==> config.mk <==
export PLATFORM = sky130hd
export DESIGN_NAME = supply_reset_gen
export DESIGN_NICKNAME = d
export VERILOG_FILES = /design/src/rtl/srg_pkg.sv /design/src/rtl/srg_sync.sv /design/src/rtl/srg_debounce.sv /design/src/rtl/srg_stretch.sv /design/src/rtl/supply_reset_gen.sv
export SDC_FILE = /design/constraint.sdc
export NUM_CORES = 1
export LEC_CHECK = 0
export CORE_UTILIZATION = 53
export DETAILED_ROUTE_END_ITERATION = 8
export PLACE_DENSITY = 0.85
export SLEW_MARGIN = 20
export SYNTH_ARGS = -nofsm -noshare
export SYNTH_HDL_FRONTEND = slang
export SYNTH_SLANG_ARGS = --single-unit
==> constraint.sdc <==
create_clock -name clk -period 1.86 [get_ports clk]
set_input_delay 0.372 -clock clk [delete_from_list [all_inputs] [get_ports clk]]
set_output_delay 0.372 -clock clk [all_outputs]
set_load 0.01 [all_outputs]
==> src/rtl/srg_pkg.sv <==
// Package srg_pkg: types shared by the supply reset generator.
// Assumes: bit 1 = supply flag (active high), bit 0 = manual line (active low).
package srg_pkg;

    typedef struct packed {
        logic supply_low;
        logic man_n;
    } srg_trig_t;

    // Idle level of the trigger bundle: supply fine, button released.
    localparam srg_trig_t SRG_IDLE = '{supply_low: 1'b0, man_n: 1'b1};

endpackage

==> src/rtl/srg_sync.sv <==
// Module srg_sync: multi-stage synchronizer for a bundle of asynchronous bits.
// Assumes STAGES >= 1. Every stage resets to RST_VAL, so the bundle reads idle
// right after power-on.
module srg_sync #(
    parameter int          WIDTH   = 2,
    parameter int          STAGES  = 2,
    parameter logic [WIDTH-1:0] RST_VAL = '0
) (
    input  logic             clk,
    input  logic             rst_n,
    input  logic [WIDTH-1:0] d,
    output logic [WIDTH-1:0] q
);

    logic [WIDTH-1:0] stage_q [STAGES];

    for (genvar g = 0; g < STAGES; g++) begin : g_stage
        if (g == 0) begin : g_first
            // First stage captures the asynchronous inputs.
            always_ff @(posedge clk) begin
                if (!rst_n) stage_q[g] <= RST_VAL;
                else        stage_q[g] <= d;
            end
        end else begin : g_next
            // Later stages settle metastability.
            always_ff @(posedge clk) begin
                if (!rst_n) stage_q[g] <= RST_VAL;
                else        stage_q[g] <= stage_q[g-1];
            end
        end
    end

    assign q = stage_q[STAGES-1];

endmodule

==> src/rtl/srg_debounce.sv <==
// Module srg_debounce: accepts a new input level only after it has held for
// DEB_TICKS consecutive clocks.
// Assumes a synchronized input and DEB_TICKS >= 2. Resets to the released level (1).
module srg_debounce #(
    parameter int DEB_TICKS = 20
) (
    input  logic clk,
    input  logic rst_n,
    input  logic raw,
    output logic stable
);

    localparam int CW = (DEB_TICKS > 1) ? $clog2(DEB_TICKS) : 1;
    localparam logic [CW-1:0] LAST = CW'(DEB_TICKS - 1);

    logic [CW-1:0] cnt_q;
    logic          stable_q;

    // Count consecutive cycles of disagreement; adopt the new level when the count is full.
    always_ff @(posedge clk) begin
        if (!rst_n) begin
            stable_q <= 1'b1;
            cnt_q    <= '0;
        end else if (raw == stable_q) begin
            cnt_q    <= '0;
        end else if (cnt_q == LAST) begin
            stable_q <= raw;
            cnt_q    <= '0;
        end else begin
            cnt_q    <= cnt_q + 1'b1;
        end
    end

    assign stable = stable_q;

    // the accepted level changes only after a full disagreement count.
    p_deb_full_r6: assert property (@(posedge clk) disable iff (!rst_n)
        !$stable(stable_q) |-> $past(cnt_q) == LAST);

    // a new level is adopted only when the input disagreed on the edge before.
    p_deb_cause_r6: assert property (@(posedge clk) disable iff (!rst_n)
        !$stable(stable_q) |-> $past(raw) != $past(stable_q));

endmodule

==> src/rtl/srg_stretch.sv <==
// Module srg_stretch: holds reset while trig is high and for STRETCH_TICKS
// clocks after it drops. A new trigger restarts the count.
// Assumes STRETCH_TICKS >= 2. Power-on reset counts as a trigger. The two
// outputs are separate flops with opposite polarity.
module srg_stretch #(
    parameter int STRETCH_TICKS = 200
) (
    input  logic clk,
    input  logic rst_n,
    input  logic trig,
    output logic hold,
    output logic hold_n
);

    localparam int CW = (STRETCH_TICKS > 1) ? $clog2(STRETCH_TICKS) : 1;
    localparam logic [CW-1:0] LAST = CW'(STRETCH_TICKS - 1);

    logic [CW-1:0] cnt_q, cnt_d;
    logic          hold_q, hold_n_q, hold_d;

    // Next-state rule: trigger re-arms, otherwise count down the stretch.
    always_comb begin
        hold_d = hold_q;
        cnt_d  = cnt_q;
        if (trig) begin
            hold_d = 1'b1;
            cnt_d  = '0;
        end else if (hold_q) begin
            if (cnt_q == LAST) begin
                hold_d = 1'b0;
                cnt_d  = '0;
            end else begin
                cnt_d  = cnt_q + 1'b1;
            end
        end
    end

    // State and output flops; reset enters the held state.
    always_ff @(posedge clk) begin
        if (!rst_n) begin
            hold_q   <= 1'b1;
            hold_n_q <= 1'b0;
            cnt_q    <= '0;
        end else begin
            hold_q   <= hold_d;
            hold_n_q <= ~hold_d;
            cnt_q    <= cnt_d;
        end
    end

    assign hold   = hold_q;
    assign hold_n = hold_n_q;

    // an active trigger always leaves reset held on the next edge.
    p_trig_holds_r9: assert property (@(posedge clk) disable iff (!rst_n)
        trig |=> hold_q);

    // release happens only after a quiet cycle with the count full.
    p_release_quiet_r3: assert property (@(posedge clk) disable iff (!rst_n)
        $fell(hold_q) |-> (!$past(trig) && $past(cnt_q) == LAST));

    // the stretch count never passes its limit.
    p_cnt_bound_r3: assert property (@(posedge clk) disable iff (!rst_n)
        cnt_q <= LAST);

    // the two output flops always disagree.
    p_complement_r8: assert property (@(posedge clk) disable iff (!rst_n)
        hold_q != hold_n_q);

endmodule

==> src/rtl/supply_reset_gen.sv <==
// Module supply_reset_gen: system reset from a supply-low flag and a debounced
// manual reset, with a post-release stretch and complementary outputs.
// Assumes both inputs are asynchronous to clk and that clk is a slow timebase.
// The block takes no watchdog input.
module supply_reset_gen #(
    parameter int STRETCH_TICKS = 200,
    parameter int DEB_TICKS     = 20,
    parameter int SYNC_STAGES   = 2
) (
    input  logic clk,
    input  logic rst_n,
    input  logic supply_low_i,
    input  logic man_rst_n_i,
    output logic rst_out_n,
    output logic rst_out
);

    import srg_pkg::*;

    srg_trig_t raw_in, synced;
    logic      man_stable;
    logic      trig;

    assign raw_in.supply_low = supply_low_i;
    assign raw_in.man_n      = man_rst_n_i;

    srg_sync #(
        .WIDTH   ($bits(srg_trig_t)),
        .STAGES  (SYNC_STAGES),
        .RST_VAL (SRG_IDLE)
    ) u_sync (
        .clk   (clk),
        .rst_n (rst_n),
        .d     (raw_in),
        .q     (synced)
    );

    srg_debounce #(
        .DEB_TICKS (DEB_TICKS)
    ) u_deb (
        .clk    (clk),
        .rst_n  (rst_n),
        .raw    (synced.man_n),
        .stable (man_stable)
    );

    // Either condition requests reset.
    assign trig = synced.supply_low | ~man_stable;

    srg_stretch #(
        .STRETCH_TICKS (STRETCH_TICKS)
    ) u_str (
        .clk    (clk),
        .rst_n  (rst_n),
        .trig   (trig),
        .hold   (rst_out),
        .hold_n (rst_out_n)
    );

    // a synchronized supply-low flag keeps the reset asserted on the next edge.
    p_supply_holds_r2: assert property (@(posedge clk) disable iff (!rst_n)
        synced.supply_low |=> !rst_out_n);

endmodule

==> flow_metrics.py, run 1 <==
metrics = {
    "outcome": {
        "status": "finished clean",
    },
    "die": {
        "dieArea_um2": 1640,
        "core-area_um2": 1330,
        "rows": 13,
        "initial_utilization": 0.588,
        "num_io_pins": 6,
        "die_w_um": 40.5,
        "die_h_um": 40.5,
    },
    "sta": {
        "fin_skew_ps": 1.78,
        "min_period_ps": 1680,
        "finalHoldViolCount": 0,
        "tns_ps": 0,
        "worst_pin_slew_ps": 429,
        "relSlewSlack": 0.713,
        "slew_viol_final": 0,
        "fin_crit_sh": 0.903,
        "holdWs_ps": 418,
        "max_freq_mhz": 596,
        "rsz0062_at_grt": "no",
        "setup_viol": 0,
    },
    "place": {
        "placed_area_um2": 858,
        "gp_congestion": 0.825,
        "hpwl_um": 903,
        "port_buffers": 5,
    },
    "logic_synthesis": {
        "synthAdderAreaFrac": 0.0319,
        "ys_top_cells_by_count": "dfxtp_1, nor2_1, a21oi_1, nand2_1",
        "synth_nets": 88,
        "async_flop_share": 0,
        "synthMuxAreaShare": 0.0128,
        "synthCells": 82,
        "ys_ff_latch": 20,
        "synthXorXnorAreaFrac": 0.0670,
        "ys_types": 25,
        "syn_area_per_cell_um2": 9.57,
        "ys_warn_count": 0,
        "synth_top_family_by_area": "simple AND/OR/NAND/NOR gates",
        "yosysMostFrequentCell": "dfxtp_1",
        "synth_compound_area_frac": 0.0925,
        "yosys.area_share.simple": 0.258,
        "syn_area_um2": 785,
        "synth-main-ff-cell": "dfxtp_1",
        "synth-edff-count": 0,
        "yosys.area.top_type": "dfxtp_1",
        "synth_top_area_frac": 0.510,
        "synthTopCellsByArea": "dfxtp_1, xor2_1, nand2b_1",
        "yosysSeqAreaShare": 0.510,
    },
    "pwr": {
        "clkPwrFrac": 0.341,
        "p_leak_nw": 0.328,
        "p_int_mw": 0.574,
        "power_mw": 0.726,
        "ir_drop_mv": 0.495,
        "switching_share": 0.208,
        "seqPwrFrac": 0.615,
        "p_per_area_nw_per_um2": 811,
        "p_sw_mw": 0.151,
        "p_comb_frac": 0.045,
    },
    "worst_setup_path": {
        "path_cells": "ha_1, nand4_1, or4_1, o211ai_1, a31oi_1",
        "slowest_delay_ps": 570,
        "critPathLaunchType": "flip-flop",
        "crit_slowest_cell": "or4_1",
        "cp.buffers_inverters": 0,
        "end_kind": "flip-flop",
        "reg2reg_depth": 5,
        "crit_arrival_ps": 1860,
        "required_ps": 2040,
        "r2r_slack_ps": 180,
        "cp_max_fo": 6,
        "cp_top_family": "simple AND/OR/NAND/NOR gates",
        "path_depth": 5,
        "critPathKind": "reg -> reg",
    },
    "route": {
        "drc": 0,
        "drtIter0Drc": 16,
        "dr_wl_met3_um": 52,
        "ant_nets": 0,
        "wirelength_um": 1340,
        "wl_met2_um": 632,
        "vias": 597,
        "wl_met1_um": 626,
        "dr.max_layer_used": "met4",
        "vias_per_cell": 5.63,
        "routedWlPerCell_um": 12.6,
        "first_pass_iters": 4,
    },
    "cts": {
        "cts-root-buf": "clkbuf_4",
        "cts_hold_buf": 0,
        "clkTransAtPathRegs_ps": 110,
        "cts_setup_buffers": 0,
        "h-tree-depth": 1,
        "cts.path.max_buffers": 2,
        "post_cts_resize_count": 0,
        "cts_tree": "done",
        "cts_buffers": 3,
        "cts_num_sinks": 20,
        "clk_latency_ps": 300,
    },
    "layout": {
        "nets": 98,
        "syn_to_final_growth_pct": 14.0,
        "diodes": 0,
        "fin_area_um2": 895,
        "drive_gt1_frac": 0.0879,
        "fill_cells": 106,
    },
    "job": {
        "cap_violations": 0,
    },
    "global_route": {
        "grt_max_degree": 12,
        "grt_pass1_vias": 526,
        "grt_overflow": 0,
        "grt_antenna_before_repair": 0,
        "track_usage": 0.205,
        "grt_first_pass_wirelength_um": 2110,
    },
    "worst_hold_path": {
        "hold_class": "reg -> reg",
        "hold_depth": 1,
    },
}
==> worst paths after layout <==
path	endpoint	from
worst max-delay path	u_str.cnt_q[6]$_SDFFE_PP0P_	u_str.cnt_q[0]$_SDFFE_PP0P_
worst min-delay path	u_sync.stage_q[1][0]$_SDFF_PN1_	u_sync.stage_q[0][0]$_SDFF_PN1_
worst max register to register	u_str.cnt_q[6]$_SDFFE_PP0P_	u_str.cnt_q[0]$_SDFFE_PP0P_
worst min register to register	u_sync.stage_q[1][0]$_SDFF_PN1_	u_sync.stage_q[0][0]$_SDFF_PN1_
==> layer usage <==
metal | global-route usage | up-vias
li1 | - | 301
met4 | 0.167 | 0
met5 | 0 | -
met1 | 0.224 | 280
met2 | 0.310 | 12
met3 | 0.0778 | 4
==> per-stage QoR <==
stage / utilization / std cells / setup slack (ps)
after global routing: 0.671 / 106 / 42.7
after floorplan: - / 82 / 367
after global placement: 0.644 / 102 / 269
after detailed placement: 0.644 / 102 / 201
after CTS: 0.671 / 106 / 186
final: 0.671 / 106 / 181
==> cell families after synthesis <==
kind of cell,Yosys count
adder cells (fa/ha/maj),2
AO/OA/AOI/OAI,11
XOR/XNOR,6
multiplexers,1
buffers and inverters,5
flip-flops,20
AND/OR/NAND/NOR,37
==> registers in the layout, summed over array words and instances, names as in the netlist <==
signal          flops
u_sync.stage_q      4
u_deb.cnt_q         5
u_str.hold_n        1
u_str.hold          1
u_deb.stable        1
u_str.cnt_q         8
==> cells in the final DEF, fill, tap and decap left out, types with 2 or more instances in the layout <==
cell / synthesis / routed
clkbuf_4: 0 / 3
and2_1: 2 / 2
ha_1: 2 / 2
nand2_1: 6 / 6
nand3_1: 5 / 5
xor2_1: 5 / 5
o211ai_1: 2 / 2
nor2_1: 8 / 8
nand2b_1: 5 / 5
nand4_1: 4 / 4
dfxtp_1: 20 / 20
a21oi_1: 6 / 6
nand3b_1: 2 / 2
inv_1: 2 / 2
buf_4: 0 / 2
clkdlybuf4s50_1: 0 / 5
==> layout make-up <==
| class | instances | area, um^2 | share of cell area |
|---|---|---|---|
| Timing Repair Buffer | 7 | 65.1 | 0.0727 |
| Sequential cell | 20 | 400 | 0.448 |
| Multi-Input combinational cell | 57 | 363 | 0.406 |
| Inverter | 3 | 11.3 | 0.0126 |
| Tap cell | 15 | 18.8 | 0.0210 |
| Clock buffer | 4 | 36.3 | 0.0406 |
==> power by group through the flow <==
stage                     clock network [mW]  logic (mW)  registers, mW
after floorplan                            0      0.0184          0.454
after global placement                     0      0.0302          0.454
after CTS                              0.257      0.0327          0.446
after global routing                   0.272      0.0357          0.448
final                                  0.247      0.0325          0.446
after detailed placement                   0      0.0311          0.455
Note: power is estimated with default switching activity, not from simulation.
==> run 2: changes to the inputs <==
Settings changed: CORE_UTILIZATION 53 to 55, PLACE_DENSITY 0.85 to 0.87, SYNTH_HIERARCHICAL from default to 1.
==> run 2 against run 1 <==
- synthesized cell count is 4.9% higher
- critical endpoint is now rst_out
- synthesized area increased by 10%
- hold slack better by 8.9 ps
- largest cell class is now multi-input gates
==> flow_metrics.py, run 2 <==
metrics = {
    "pwr": {
        "p_comb_frac": 0.059,
        "seqPwrFrac": 0.607,
        "p_per_area_nw_per_um2": 748,
        "p_sw_mw": 0.156,
        "p_int_mw": 0.580,
        "switching_share": 0.212,
        "clkPwrFrac": 0.334,
        "p_leak_nw": 0.364,
        "ir_drop_mv": 0.423,
    },
    "layout": {
        "largest_register_ffs": 8,
        "nets": 104,
        "fin_area_um2": 983,
        "syn_to_final_growth_pct": 13.9,
        "largest_registers": "u_str/cnt_q x8, u_deb/cnt_q x5, u_sync/stage_q x4",
        "mostFrequentLayoutCells": "dfxtp_1, nand2_1, clkdlybuf4s50_1, inv_1, o21ai_0",
        "seqCellArea_um2": 400,
        "diodes": 0,
        "fill_cells": 99,
        "final_util": 0.711,
        "largest-register": "u_str/cnt_q",
        "final_common_cell": "dfxtp_1",
        "drive_gt1_frac": 0.186,
        "multi_input_area_um2": 444,
    },
    "die": {
        "dieArea_um2": 1730,
        "die_w_um": 41.6,
        "initial_utilization": 0.624,
        "die_h_um": 41.6,
        "core-area_um2": 1380,
        "rows": 13,
        "num_io_pins": 6,
    },
    "place": {
        "placed_area_um2": 947,
        "place_ws_ps": 174,
        "hpwl_um": 1090,
        "port_buffers": 5,
        "gp_congestion": 0.823,
    },
    "worst_setup_path": {
        "cp.buffers_inverters": 1,
        "end_kind": "primary output",
        "r2r-end": "u_str/cnt_q[6]$_SDFFE_PP0P_",
        "slowest_delay_ps": 590,
        "cp_top_family": "buffers and inverters",
        "required_ps": 1490,
        "r2r_slack_ps": 310,
        "path_cells": "clkdlybuf4s50_1",
        "crit_slowest_cell": "clkdlybuf4s50_1",
        "cp_max_fo": 8,
        "critPathKind": "reg -> out",
        "crit_arrival_ps": 1400,
        "r2r_start": "u_str/cnt_q[0]$_SDFFE_PP0P_",
        "reg2reg_depth": 4,
        "critPathLaunchType": "flip-flop",
    },
    "route": {
        "wl_met2_um": 763,
        "first_pass_iters": 4,
        "wirelength_um": 1610,
        "dr.max_layer_used": "met4",
        "wl_met1_um": 716,
        "vias": 681,
        "vias_per_cell": 6.08,
        "ant_nets": 0,
        "drc": 0,
        "dr_wl_met3_um": 94,
        "routedWlPerCell_um": 14.4,
        "drtIter0Drc": 37,
    },
    "global_route": {
        "grt_first_pass_wirelength_um": 2770,
        "grt_pass1_vias": 625,
        "grt_antenna_before_repair": 0,
        "grt_overflow": 0,
        "track_usage": 0.213,
        "grt_max_degree": 12,
    },
    "sta": {
        "relSlewSlack": 0.696,
        "fin_skew_ps": 10.4,
        "min_period_ps": 1770,
        "finalHoldViolCount": 0,
        "max_freq_mhz": 564,
        "setup_viol": 0,
        "holdWs_ps": 427,
        "fin_crit_sh": 0.953,
        "rsz0062_at_grt": "no",
        "slew_viol_final": 0,
        "final.setup.worst_slack_ps": 88.1,
        "tns_ps": 0,
        "worst_pin_slew_ps": 455,
    },
    "cts": {
        "clkTransAtPathRegs_ps": 110,
        "post_cts_resize_count": 0,
        "h-tree-depth": 1,
        "cts_hold_buf": 0,
        "cts-root-buf": "clkbuf_4",
        "cts.path.max_buffers": 2,
        "cts_num_sinks": 20,
        "cts_tree": "done",
        "clk_latency_ps": 300,
        "cts_buffers": 3,
        "cts_setup_buffers": 0,
    },
    "logic_synthesis": {
        "syn_area_um2": 863,
        "yosysSeqAreaShare": 0.464,
        "synth_nets": 92,
        "yosys.area.top_type": "dfxtp_1",
        "ys_warn_count": 6,
        "synth_top_area_frac": 0.464,
        "yosysMostFrequentCell": "dfxtp_1",
        "synthTopCellsByArea": "dfxtp_1, xor2_1, nand2_1",
        "synth-edff-count": 0,
        "synthCells": 86,
        "synth-main-ff-cell": "dfxtp_1",
        "ys_top_cells_by_count": "dfxtp_1, nand2_1, inv_1, o21ai_0",
        "syn_area_per_cell_um2": 10.0,
        "async_flop_share": 0,
        "ys_ff_latch": 20,
        "ys_types": 32,
    },
    "worst_hold_path": {
        "hold_class": "reg -> reg",
        "min_to": "u_sync/stage_q[1][0]$_SDFF_PN1_",
        "hold_depth": 1,
        "hp-start": "u_sync/stage_q[0][0]$_SDFF_PN1_",
    },
    "outcome": {
        "status": "finished clean",
    },
    "job": {
        "cap_violations": 0,
    },
}
==> run 2: cell types whose count changed in the layout (fill, tap and decap cells not counted), sizes merged, moves of 2 or more <==
cell | previous run | this run
a21oi | 7 | 3
nand2 | 6 | 8
inv | 3 | 5
nand3 | 5 | 3
o21ai | 1 | 5
==> run 2: layout make-up <==
class / instances / share of cell area
Multi-Input combinational cell: 61 / 0.452
Tap cell: 15 / 0.0191
Inverter: 5 / 0.0191
Timing Repair Buffer: 7 / 0.0662
Clock buffer: 4 / 0.0369
Sequential cell: 20 / 0.407
==> run 2: logic make-up (layout without fill, tap and decap cells) <==
family / after synthesis / after routing / synth area share
AO/OA/AOI/OAI: 15 / 15 / 0.122
flip-flops: 20 / 20 / 0.464
buffers and inverters: 5 / 16 / 0.0217
XOR/XNOR: 5 / 5 / 0.0507
multiplexers: 1 / 1 / 0.0116
adder cells (fa/ha/maj): 2 / 2 / 0.0290
AND/OR/NAND/NOR: 38 / 38 / 0.301
==> run 2: power by group through the flow <==
stage               combinational (mW)  clock, mW  sequential, mW
floorplan                       0.0249          0           0.454
global placement                0.0409          0           0.455
detailed placement              0.0421          0           0.456
CTS                             0.0435      0.254           0.446
global route                    0.0488      0.270           0.448
finish                          0.0435      0.246           0.446
==> run 2: how the worst max path moves through the flow <==
stage | startpoint | to | cells past startpoint
3_5_place_dp | rst_n | u_str/cnt_q[7]$_SDFFE_PP0P_ | 4
4_1_cts | u_str/hold$_SDFF_PN1_ | rst_out | 1
3_3_place_gp | rst_n | u_str/cnt_q[7]$_SDFFE_PP0P_ | 4
6_report | u_str/hold$_SDFF_PN1_ | rst_out | 1
2_1_floorplan | u_sync/stage_q[1][1]$_SDFF_PN0_ | u_str/cnt_q[6]$_SDFFE_PP0P_ | 4
5_1_grt | u_str/hold$_SDFF_PN1_ | rst_out | 1
==> run 2: through the flow <==
step                      power (mW)  std cells
final                          0.736        112
after global routing           0.766        112
after floorplan                0.479         86
after global placement         0.496        108
after detailed placement       0.498        108
after CTS                      0.743        112
==> run 2: routing by layer <==
layer / vias to the layer above / global-route usage
li1: 326 / -
met1: 316 / 0.266
met2: 35 / 0.353
met3: 4 / 0.0391
met4: 0 / 0.0968
met5: - / 0
==> run 3: changes to the inputs <==
Settings changed: GPL_TIMING_DRIVEN from default to 0, SETUP_SLACK_MARGIN from default to 0.15.
==> run 3 against run 2 <==
- worst setup slack improved by 130 ps
- via count fell by 4.3%
- core utilization fell by 0.81 points
- die area did not move
- critical path depth did not move
- hold slack got worse by 5.3 ps
- cell count fell by 1.8%
- critical path type unchanged
- critical endpoint unchanged
- largest cell class unchanged
- highest routed layer unchanged
==> flow_metrics.py, run 3 (synthesized netlist as in run 2, its figures left out) <==
metrics = {
    "outcome": {
        "status": "finished clean",
    },
    "cts": {
        "clk_latency_ps": 300,
        "h-tree-depth": 1,
        "cts_num_sinks": 20,
        "clkTransAtPathRegs_ps": 110,
        "cts_tree": "done",
        "cts_buffers": 3,
        "cts-root-buf": "clkbuf_4",
        "cts.path.max_buffers": 2,
    },
    "route": {
        "vias_per_cell": 5.93,
        "drc": 0,
        "ant_nets": 0,
        "first_pass_iters": 4,
        "vias": 652,
        "wirelength_um": 1440,
        "drtIter0Drc": 18,
        "routedWlPerCell_um": 13.1,
    },
    "layout": {
        "largest_register_ffs": 8,
        "nets": 102,
        "fill_cells": 107,
        "mostFrequentLayoutCells": "dfxtp_1, nand2_1, inv_1, o21ai_0",
        "seqCellArea_um2": 402,
        "final_common_cell": "dfxtp_1",
        "fin_area_um2": 972,
        "syn_to_final_growth_pct": 12.6,
        "largest_registers": "u_str/cnt_q x8, u_deb/cnt_q x5, u_sync/stage_q x4",
        "largest-register": "u_str/cnt_q",
        "multi_input_area_um2": 444,
        "diodes": 0,
        "final_cells": 110,
        "drive_gt1_frac": 0.179,
    },
    "worst_setup_path": {
        "r2r-end": "u_str/cnt_q[6]$_SDFFE_PP0P_",
        "crit_arrival_ps": 1270,
        "crit_path_start": "u_str/hold$_SDFF_PN1_",
        "cp.buffers_inverters": 1,
        "slowest_delay_ps": 550,
        "cp_max_fo": 8,
        "required_ps": 1490,
        "path_depth": 1,
        "critPathLaunchType": "flip-flop",
        "end_kind": "primary output",
        "crit_slowest_cell": "clkdlybuf4s50_1",
        "cp_top_family": "buffers and inverters",
        "cp-endpoint": "rst_out",
        "path_cells": "clkdlybuf4s50_1",
        "critPathKind": "reg -> out",
        "r2r_slack_ps": 430,
        "r2r_start": "u_deb/stable$_SDFFE_PN1P_",
        "reg2reg_depth": 4,
    },
    "worst_hold_path": {
        "hold_class": "reg -> reg",
        "hold_depth": 1,
    },
    "place": {
        "gp_congestion": 0.839,
        "hpwl_um": 970,
        "place_ws_ps": -144,
        "post-place-cells": 106,
        "port_buffers": 5,
        "placed_area_um2": 932,
    },
    "die": {
        "core-area_um2": 1380,
        "num_io_pins": 6,
        "dieArea_um2": 1730,
        "rows": 13,
        "die_w_um": 41.6,
        "die_h_um": 41.6,
        "initial_utilization": 0.624,
    },
    "global_route": {
        "grt_pass1_vias": 592,
        "grt_antenna_before_repair": 0,
        "grt_max_degree": 12,
        "grt_first_pass_wirelength_um": 2500,
        "track_usage": 0.189,
        "grt_overflow": 0,
    },
    "sta": {
        "worst_pin_slew_ps": 461,
        "max_freq_mhz": 611,
        "final.setup.worst_slack_ps": 223,
        "slew_viol_final": 0,
        "setup_viol": 0,
        "min_period_ps": 1640,
        "fin_skew_ps": 5.58,
        "finalHoldViolCount": 0,
        "rsz0062_at_grt": "no",
        "holdWs_ps": 422,
        "relSlewSlack": 0.692,
        "fin_crit_sh": 0.880,
    },
    "pwr": {
        "ir_drop_mv": 0.457,
        "p_leak_nw": 0.363,
        "power_mw": 0.738,
        "p_per_area_nw_per_um2": 760,
    },
    "job": {
        "cap_violations": 0,
    },
}
## run 3: changes by cell type in the layout (fill, tap and decap cells not counted), sizes merged
cell / before / now
buf: 2 / 0
clkdlybuf4s50: 5 / 4
dlymetal6s2s: 0 / 1
## run 3: stage by stage
stage | TNS, ps | utilization
floorplan | 0 | -
global placement | -176 | 0.674
detailed placement | -200 | 0.674
CTS | 0 | 0.701
global route | 0 | 0.703
finish | 0 | 0.703
## run 3: worst reg2reg max path: stages (launching register included)
cell and delay (ps):
dfxtp_1 390, nand2b_1 90, nand2b_1 250, or4_1 550, o211ai_1 90
## run 3: where the power goes
group          switching (mW)  internal, mW  total (mW)
clock network           0.134         0.119       0.253
logic                  0.0188        0.0201      0.0389
registers             0.00824         0.438       0.446
total                   0.161         0.578       0.738
## run 3: how the worst min path moves through the flow
stage	start	to	slack (ps)
floorplan	u_sync/stage_q[0][0]$_SDFF_PN1_	u_sync/stage_q[1][0]$_SDFF_PN1_	390
global placement	u_sync/stage_q[0][0]$_SDFF_PN1_	u_sync/stage_q[1][0]$_SDFF_PN1_	390
detailed placement	u_sync/stage_q[0][0]$_SDFF_PN1_	u_sync/stage_q[1][0]$_SDFF_PN1_	400
CTS	u_sync/stage_q[0][0]$_SDFF_PN1_	u_sync/stage_q[1][0]$_SDFF_PN1_	420
global route	rst_n	u_deb/stable$_SDFFE_PN1P_	450
finish	u_sync/stage_q[0][0]$_SDFF_PN1_	u_sync/stage_q[1][0]$_SDFF_PN1_	420
## run 3: metal layers
layer  up-vias  GRT usage  wire length, um
met1       302      0.245              669
met4         0     0.0968               25
met5         -          0                0
met2        23      0.284              681
met3         4     0.0522               59
li1        323          -                -
## run 3: final cells by class
cell class | count | share of cell area
Inverter | 5 | 0.0193
Tap cell | 15 | 0.0193
Multi-Input combinational cell | 61 | 0.457
Timing Repair Buffer | 5 | 0.0541
Sequential cell | 20 | 0.413
Clock buffer | 4 | 0.0373
## run 3: repair_timing
item	in CTS	in global routing
setup endpoints to repair	1	1
resized for setup	1	1
buffers inserted	0	0
endpoints found under the hold margin	0	0
hold buffers	0	0
pin swaps	0	0
